$ cat src/rtl/perf_ctr_pkg.sv
package perf_ctr_pkg;
  localparam int AW = 12;
  localparam int DW = 64;

  localparam logic [AW-1:0] A_CTR     = 12'h000;
  localparam logic [AW-1:0] A_SEL     = 12'h400;
  localparam logic [AW-1:0] A_MATCH   = 12'hA00;
  localparam logic [AW-1:0] A_CEN_SET = 12'hC00;
  localparam logic [AW-1:0] A_CEN_CLR = 12'hC20;
  localparam logic [AW-1:0] A_IEN_SET = 12'hC40;
  localparam logic [AW-1:0] A_IEN_CLR = 12'hC60;
  localparam logic [AW-1:0] A_OVS_CLR = 12'hC80;
  localparam logic [AW-1:0] A_OVS_SET = 12'hCC0;
  localparam logic [AW-1:0] A_CFG     = 12'hE00;
  localparam logic [AW-1:0] A_RUN     = 12'hE04;
  localparam logic [AW-1:0] A_MAP_LO  = 12'hE20;
  localparam logic [AW-1:0] A_MAP_HI  = 12'hE28;
  localparam logic [AW-1:0] A_IRQ_EN  = 12'hE50;

  function automatic logic [DW-1:0] cfg_word(input int n_ctr, input int width,
                                             input bit glb_filt);
    logic [DW-1:0] w;
    w        = '0;
    w[5:0]   = 6'(n_ctr - 1);
    w[13:8]  = 6'(width - 1);
    w[23]    = glb_filt;
    return w;
  endfunction
endpackage

$ cat src/rtl/perf_ctr_bitvec.sv
module perf_ctr_bitvec #(
  parameter int N = 4
) (
  input  logic         clk,
  input  logic         rst_n,
  input  logic         set_we,
  input  logic         clr_we,
  input  logic [N-1:0] wbits,
  input  logic [N-1:0] hw_set,
  output logic [N-1:0] q
);
  logic [N-1:0] q_d;
  logic         upd;

  always_comb begin
    upd = set_we | clr_we | (|hw_set);
    q_d = q;
    if (clr_we) q_d = q_d & ~wbits;
    if (set_we) q_d = q_d | wbits;
    q_d = q_d | hw_set;            // hardware event outranks a software clear
  end

  always_ff @(posedge clk or negedge rst_n) begin
    if (!rst_n)   q <= '0;
    else if (upd) q <= q_d;
  end
endmodule

$ cat src/rtl/perf_ctr_slice.sv
module perf_ctr_slice #(
  parameter int W = 32
) (
  input  logic         clk,
  input  logic         rst_n,
  input  logic         wr_en,
  input  logic [W-1:0] wr_val,
  input  logic         inc,
  output logic [W-1:0] cnt,
  output logic         wrap
);
  logic [W-1:0] cnt_d;
  logic         cen;

  always_comb begin
    cen   = wr_en | inc;
    cnt_d = wr_en ? wr_val : cnt + W'(1);
    wrap  = inc & ~wr_en & (&cnt);
  end

  always_ff @(posedge clk or negedge rst_n) begin
    if (!rst_n)   cnt <= '0;
    else if (cen) cnt <= cnt_d;
  end
endmodule

$ cat src/rtl/perf_ctr_bank.sv
module perf_ctr_bank
  import perf_ctr_pkg::*;
#(
  parameter int           NUM_CTR     = 4,
  parameter int           CTR_W       = 32,
  parameter int           NUM_EVT     = 8,
  parameter bit           GLOBAL_FILT = 1'b1,
  parameter logic [127:0] EVT_MAP     = 128'h0000_0000_0000_0001_0000_0000_0000_00FF
) (
  input  logic               clk,
  input  logic               rst_n,
  input  logic               bus_wr,
  input  logic               bus_rd,
  input  logic [11:0]        bus_addr,
  input  logic [63:0]        bus_wdata,
  output logic [63:0]        bus_rdata,
  output logic               bus_rvalid,
  input  logic [NUM_EVT-1:0] evt_in,
  output logic               irq
);
  localparam int STRIDE = (CTR_W > 32) ? 8 : 4;
  localparam int EIW    = (NUM_EVT > 1) ? $clog2(NUM_EVT) : 1;

  logic [1:0] rst_pipe;
  logic       rst_ns;

  always_ff @(posedge clk or negedge rst_n) begin
    if (!rst_n) rst_pipe <= 2'b00;
    else        rst_pipe <= {rst_pipe[0], 1'b1};
  end
  assign rst_ns = rst_pipe[1];

  logic [NUM_CTR-1:0]       cnten_q, inten_q, ovs_q, wrap_v;
  logic                     glb_en_q, irq_en_q;
  logic [CTR_W-1:0]         cnt_arr   [NUM_CTR];
  logic [31:0]              sel_q     [NUM_CTR];
  logic [31:0]              match_q   [NUM_CTR];
  logic [NUM_CTR*CTR_W-1:0] cnt_flat;

  // global control bits
  logic run_we, irqc_we;
  assign run_we  = bus_wr && (bus_addr == A_RUN);
  assign irqc_we = bus_wr && (bus_addr == A_IRQ_EN);

  always_ff @(posedge clk or negedge rst_ns) begin
    if (!rst_ns) begin
      glb_en_q <= 1'b0;
      irq_en_q <= 1'b0;
    end else begin
      if (run_we)  glb_en_q <= bus_wdata[0];
      if (irqc_we) irq_en_q <= bus_wdata[0];
    end
  end

  perf_ctr_bitvec #(.N(NUM_CTR)) u_cen (
    .clk(clk), .rst_n(rst_ns),
    .set_we(bus_wr && bus_addr == A_CEN_SET), .clr_we(bus_wr && bus_addr == A_CEN_CLR),
    .wbits(bus_wdata[NUM_CTR-1:0]), .hw_set('0), .q(cnten_q));

  perf_ctr_bitvec #(.N(NUM_CTR)) u_ien (
    .clk(clk), .rst_n(rst_ns),
    .set_we(bus_wr && bus_addr == A_IEN_SET), .clr_we(bus_wr && bus_addr == A_IEN_CLR),
    .wbits(bus_wdata[NUM_CTR-1:0]), .hw_set('0), .q(inten_q));

  perf_ctr_bitvec #(.N(NUM_CTR)) u_ovs (
    .clk(clk), .rst_n(rst_ns),
    .set_we(bus_wr && bus_addr == A_OVS_SET), .clr_we(bus_wr && bus_addr == A_OVS_CLR),
    .wbits(bus_wdata[NUM_CTR-1:0]), .hw_set(wrap_v), .q(ovs_q));

  for (genvar i = 0; i < NUM_CTR; i++) begin : g_ctr
    logic        ctr_we, sel_we, match_we, evt_hit;
    logic [15:0] code;

    assign ctr_we   = bus_wr && (bus_addr == A_CTR   + AW'(i * STRIDE));
    assign sel_we   = bus_wr && (bus_addr == A_SEL   + AW'(i * 4));
    assign match_we = bus_wr && (bus_addr == A_MATCH + AW'(i * 4));
    assign code     = sel_q[i][15:0];
    assign evt_hit  = (code < 16'(NUM_EVT)) && evt_in[code[EIW-1:0]];

    always_ff @(posedge clk or negedge rst_ns) begin
      if (!rst_ns) begin
        sel_q[i]   <= '0;
        match_q[i] <= '0;
      end else begin
        if (sel_we)   sel_q[i]   <= bus_wdata[31:0];
        if (match_we) match_q[i] <= bus_wdata[31:0];
      end
    end

    perf_ctr_slice #(.W(CTR_W)) u_slice (
      .clk(clk), .rst_n(rst_ns), .wr_en(ctr_we), .wr_val(bus_wdata[CTR_W-1:0]),
      .inc(glb_en_q & cnten_q[i] & evt_hit), .cnt(cnt_arr[i]), .wrap(wrap_v[i]));

    assign cnt_flat[i*CTR_W +: CTR_W] = cnt_arr[i];
  end

  // read path
  logic [63:0] rd_d;

  always_comb begin
    rd_d = '0;
    case (bus_addr)
      A_CEN_SET, A_CEN_CLR: rd_d = 64'(cnten_q);
      A_IEN_SET, A_IEN_CLR: rd_d = 64'(inten_q);
      A_OVS_SET, A_OVS_CLR: rd_d = 64'(ovs_q);
      A_CFG:                rd_d = cfg_word(NUM_CTR, CTR_W, GLOBAL_FILT);
      A_RUN:                rd_d = 64'(glb_en_q);
      A_IRQ_EN:             rd_d = 64'(irq_en_q);
      A_MAP_LO:             rd_d = EVT_MAP[63:0];
      A_MAP_HI:             rd_d = EVT_MAP[127:64];
      default:              rd_d = '0;
    endcase
    for (int k = 0; k < NUM_CTR; k++) begin
      if (bus_addr == A_CTR   + AW'(k * STRIDE)) rd_d = 64'(cnt_arr[k]);
      if (bus_addr == A_SEL   + AW'(k * 4))      rd_d = 64'(sel_q[k]);
      if (bus_addr == A_MATCH + AW'(k * 4))      rd_d = 64'(match_q[k]);
    end
  end

  always_ff @(posedge clk or negedge rst_ns) begin
    if (!rst_ns) begin
      bus_rdata  <= '0;
      bus_rvalid <= 1'b0;
    end else begin
      bus_rvalid <= bus_rd;
      if (bus_rd) bus_rdata <= rd_d;
    end
  end

  assign irq = irq_en_q & (|(ovs_q & inten_q));
endmodule

$ cat config.mk
export PLATFORM = sky130hd
export DESIGN_NAME = perf_ctr_bank
export DESIGN_NICKNAME = d
export VERILOG_FILES = /design/src/rtl/perf_ctr_pkg.sv /design/src/rtl/perf_ctr_bitvec.sv /design/src/rtl/perf_ctr_slice.sv /design/src/rtl/perf_ctr_bank.sv
export SDC_FILE = /design/constraint.sdc
export NUM_CORES = 1
export LEC_CHECK = 0
export ABC_CLOCK_PERIOD_IN_PS = 25100
export BUFFER_PORTS_ARGS = -buffer_cell sky130_fd_sc_hd__buf_2
export CORE_ASPECT_RATIO = 1.5
export CORE_MARGIN = 2
export CORE_UTILIZATION = 35
export DETAILED_ROUTE_END_ITERATION = 8
export PLACE_DENSITY = 0.6
export SLEW_MARGIN = 20
export SYNTH_ARGS = -nofsm -noshare
export SYNTH_HDL_FRONTEND = slang
export SYNTH_SLANG_ARGS = --single-unit
export TNS_END_PERCENT = 20
$ cat constraint.sdc
create_clock -name clk -period 25.1 [get_ports clk]
set_input_delay 1.255 -clock clk [delete_from_list [all_inputs] [get_ports clk]]
set_output_delay 1.255 -clock clk [all_outputs]
set_load 0.02 [all_outputs]
# After elaboration in Yosys (flattened, before gate mapping)
# Cells that the tools add are included.
# word_totals
ff_bits	465
output_inout_bits	66
elab_cells	157
# op_classes
n_addsub	4
magnitude_cmp	8
eq_ne	22
n_mux	31
n_bitwise	38
n_reduce_logical	34
# ops
operator	count
$mux 64	12
$pmux 24 s8	1
$eq 12x12->1 const B	15
$add 32x1->32 const B	4
$mux 32	4
$reduce_and 32->1	4
$lt 16x4->1 const B	4
$eq 12x11->1 const B	4
$eq 12x4->1 const B	2
$logic_and 1x1->1	24
$mux 4	6
$and 1x1->1	17
$and 4x4->4	4
$lt 3x4->1 const B	4
$or 4x4->4	4
$bmux 1 s3	4
$eq 12x3->1 const B	1
$logic_not 12->1	1
$or 1x1->1	8
$reduce_or 4->1	2
$reduce_or 2->1	3
$mux 1	4
$not 1->1	4
$not 4->4	1

# Depth between registers and ports, before layout
# depth
word_depth	15
ltp_mapped	10
ltp_nobuf	6

# By module
# Synthesis repeated with hierarchy kept, for this count alone.
# unflattened
hier_cells	2346
hier_area_um2	23905.4
# by_module_without_submodules
mod	instances	cells_per_inst	area_each_um2	seq_area_each_um2
perf_ctr_bank	1	1422	15818.9	7332.0
perf_ctr_slice at g_ctr[0].u_slice ...	3	226	1934.4	800.8
perf_ctr_slice at g_ctr[3].u_slice	1	210	1818.0	800.8
perf_ctr_bitvec	3	12	155.1	100.1

# Worst setup path after synthesis
# OpenSTA, ideal clock, no wires.
# synth_timing
path_kind	input-to-reg
startpoint	input port bus_addr[5]
endpoint	register sel_q (netlist bit g_ctr[1].code[10])
setup_time_ns	0.125
arrival_ns	3.005
t_required_ns	24.975
path_slack_ns	21.970
stages	7
path_cell_list	or4_1 > buf_2 > buf_2 > nor3_2 > nand2_1 > buf_2 > mux2_2
# synth_via
elab_chain_len	2
# synth_lines
item	line	rtl
start, declared	perf_ctr_bank.sv:14	input logic [11:0] bus_addr,
$eq 12x11->1	perf_ctr_bank.sv:75	assign sel_we = bus_wr && (bus_addr == A_SEL + AW'(i * 4));
$logic_and 1x1->1	perf_ctr_bank.sv:75	
end signal, assigned by index	perf_ctr_bank.sv:85	if (sel_we) sel_q[i] <= bus_wdata[31:0];
end, declared	perf_ctr_bank.sv:36	logic [31:0] sel_q [NUM_CTR];
# Every way passes these cells.
# A chain may end at the register's enable or synchronous reset.

# Worst setup path after layout
# layout_timing
startpoint	input port bus_addr[5]
endpoint	register sel_q[113] (netlist name)
# The elaborated chain is that of the path after synthesis.

==> out/results.ini <==
[outcome]
status=completed

[timing]
slew-limit-headroom=0.262
worst_pin_slew_ns=1.11
final-max-slew-violation-count=0
finClkSkew_ns=0.0191
max_freq_mhz=225
hold_viol_final=0
setup_viol=0
rsz0062_at_grt=false
finalSetupTns_ns=0
timing.final.crit_share=0.177
fin_crit_ns=4.44

[clock_network]
clkTransAtPathRegs_ns=0.06
root_buffer=clkbuf_16
numClockSinks=433
clk_path_buf_depth=3
ctsResizeCount=0
htree_levels=2
postCtsHoldBufs=0
cts_tree=built
cts_setup_buffers=0
clkLatencyLatePin_ns=0.58
cts_buffers=44

[setup_path]
crit_end=sel_q[113]
crit_slowest_cell=or4_1
start_kind=primary input
r2r-start=glb_en_q
cp.required_ns=25.55
critical-path-top-delay-family=simple AND/OR/NAND/NOR gates
setup.worst_path.class=primary input to flop
max_stage_delay_ns=1.01
reg2regPathDepth=6
r2r_setup_slack_ns=21.98
crit_arrival_ns=4.89
worstReg2RegEnd=g_ctr[2].u_slice.cnt[13]
cp_max_fo=32
cp.depth=5
cp-end-kind=flop
cp-startpoint=bus_addr[5]
crit_chain=buf_2 -> or4_1 -> nor2_4 -> nand3_2 -> mux2_1
cp_num_buf_inv=1

[floorplan]
start_util=0.354
placeableCoreArea_mm2=0.0656
rows=115
die_h_um=320
die_w_um=214
ios=154
die_area_mm2=0.0685

[route]
wl_met1_um=31100
top_layer=met4
drc=0
wl_per_cell_um=25.9
wl_met3_um=4260
via_count=18695
wl_met2_um=41000
wl_um=82800
dr.pass1.iters=5
first_iter_violations=1478
ant_nets=0
avgViaCountPerCell=5.86

[placement]
io_buffers=89
dpl_cell_area_mm2=0.0244
place_congestion=0.909
place_hpwl_um=58400
dpl.cell_count=3116

[synth]
syn_area_mm2=0.0232
yosysSeqAreaShare=0.466
synth.distinct_cells=82
syn_inst=2288
ys.flop_type=dfrtp_1
synth_seq_cells=433
synthArstFlopShare=1.00
synth_warnings=0
syn_avg_cell_area_um2=10.2
synth_edf_count=0

[pwr]
vdd_drop_max_v=0.0000379
p_int_mw=1.10
cellLeakagePower_nw=11.4
clkPwrFrac=0.448
p_switching_uw=374
comb_power_share=0.066
switching_share=0.254
power_density_mw_per_mm2=57.1
pwr-share-seq=0.485

[global_routing]
grt_start_max_net_pins=166
grt_pass1_vias=18916
grt_pass1_wl_um=124000
grtUsageTotal=0.239
grt_overflow=0
antenna_found_initial=0

[run]
max-cap-violations=0

[final_layout]
fin_nets=2378
final_cell_area_mm2=0.0258
syn_to_final_growth_pct=11.0
drive_above_1_share=0.221
finalNonFillerCells=3192
diodes=0
n_fill_cell=6497

[min_path]
whs_path_depth=0
min_path_type=flop to flop

[synthesized netlist by cell type (7+ instances only)]
cell type / n / area share
dfrtp_1: 433 / 0.47
mux2_2: 258 / 0.13
nand2_1: 198 / 0.032
o21ai_0: 180 / 0.039
nor2_1: 129 / 0.021
clkbuf_1: 124 / 0.020
a21oi_1: 105 / 0.023
nand3_1: 79 / 0.017
xor2_1: 75 / 0.028
xnor2_1: 48 / 0.018
a22oi_1: 47 / 0.015
buf_2: 42 / 0.0090
nand4_1: 41 / 0.011
nor3_1: 38 / 0.0082
mux2i_1: 35 / 0.015
and3_1: 34 / 0.0092
buf_4: 33 / 0.011
o22ai_1: 31 / 0.0083
inv_1: 30 / 0.0048
a221o_1: 23 / 0.0099
a221oi_1: 22 / 0.0083
a31oi_1: 22 / 0.0059
nor4_1: 21 / 0.0057
o2bb2ai_1: 18 / 0.0068
buf_1: 15 / 0.0024
or3_1: 12 / 0.0032
and2_1: 11 / 0.0030
and4_1: 10 / 0.0038
a22o_1: 8 / 0.0030
nor2b_1: 8 / 0.0022
nor3_2: 8 / 0.0034
mux4_2: 7 / 0.0068
nor4b_1: 7 / 0.0026
o211ai_1: 7 / 0.0023
o31ai_1: 7 / 0.0023
[cells in the final DEF, fill, tap and decap left out, types with 6 or more instances in the layout]
| master | n |
|---|---|
| o211ai_1 | 7 |
| clkbuf_1 | 11 |
| mux2_2 | 258 |
| and2_1 | 10 |
| xnor2_1 | 48 |
| mux2i_1 | 35 |
| nand2b_1 | 6 |
| a21oi_1 | 105 |
| or4_1 | 6 |
| and4_1 | 10 |
| a31oi_1 | 22 |
| nor3_1 | 34 |
| nand2_1 | 198 |
| o2bb2ai_1 | 18 |
| a22o_1 | 8 |
| o31ai_1 | 7 |
| clkbuf_8 | 9 |
| conb_1 | 33 |
| o21ai_0 | 180 |
| o22ai_1 | 31 |
| a2bb2oi_1 | 6 |
| mux4_2 | 7 |
| nor2b_1 | 8 |
| dfrtp_1 | 432 |
| or3_1 | 12 |
| buf_2 | 89 |
| nor2_1 | 128 |
| a221oi_1 | 22 |
| xor2_1 | 75 |
| and3_1 | 34 |
| a22oi_1 | 47 |
| nor3_2 | 11 |
| nor4_1 | 20 |
| clkbuf_16 | 44 |
| nand4_1 | 41 |
| inv_1 | 30 |
| buf_4 | 45 |
| a221o_1 | 23 |
| nand3_1 | 77 |
[kinds of logic after synthesis]
family	Yosys count	share of synthesized area
and+or+nand+nor	653	0.145
buffers and inverters	245	0.0475
muxes	306	0.151
other	2	0.000323
DFF	433	0.466
AOI/OAI and AO/OA	522	0.142
adders and majority gates	4	0.00215
xor gates and xnor gates	123	0.0464
[per-layer routing]
metal	vias up	global-route usage
met5	-	0
met4	0	0.167
met3	238	0.0329
met2	705	0.415
met1	9495	0.271
li1	8257	-
[registers in the layout, indices dropped and copies added (netlist names), named ones only]
signal	cells
irq_en_q	1
sel_q	64
g_ctr.code	64
u_ovs.q	4
glb_en_q	1
bus_rdata	32
bus_rvalid	1
rst_pipe	2
match_q	128
g_ctr.u_slice.cnt	128
[worst min-delay path by stage]
stage	slack, ns	end	startpoint
4_1_cts	0.35	rst_pipe[1]	rst_pipe[0]
5_1_grt	0.36	rst_pipe[1]	rst_pipe[0]
2_1_floorplan	0.33	rst_pipe[1]	rst_pipe[0]
3_5_place_dp	0.34	rst_pipe[1]	rst_pipe[0]
3_3_place_gp	0.33	rst_pipe[1]	rst_pipe[0]
6_report	0.35	rst_pipe[1]	rst_pipe[0]
[metrics by stage]
step / hold slack [ns] / utilization / setup slack, ns / power, mW
final: 0.348 / 0.393 / 20.66 / 1.47
after global routing: 0.361 / 0.393 / 20.52 / 1.52
after CTS: 0.351 / 0.393 / 20.66 / 1.48
after detailed placement: 0.337 / 0.371 / 20.08 / 0.825
after global placement: 0.334 / 0.371 / 20.17 / 0.823
after floorplan: 0.331 / - / 12.14 / 0.784
[power groups by stage]
stage	sequential [mW]	combinational [mW]	clock (mW)
2_1_floorplan	0.738	0.0464	0
3_3_place_gp	0.728	0.0953	0
3_5_place_dp	0.728	0.0967	0
4_1_cts	0.715	0.0971	0.672
5_1_grt	0.716	0.104	0.696
6_report	0.715	0.0977	0.661
[final cells by class]
type | instances | area (um^2) | share of cell area
Sequential cell | 433 | 10800 | 0.420
Clock buffer | 64 | 1270 | 0.0491
Timing Repair Buffer | 136 | 831 | 0.0322
Inverter | 30 | 113 | 0.00437
Tap cell | 877 | 1100 | 0.0425
Clock inverter | 11 | 138 | 0.00534
Multi-Input combinational cell | 1641 | 11500 | 0.446
No activity file was read; power rests on OpenSTA's default activity.
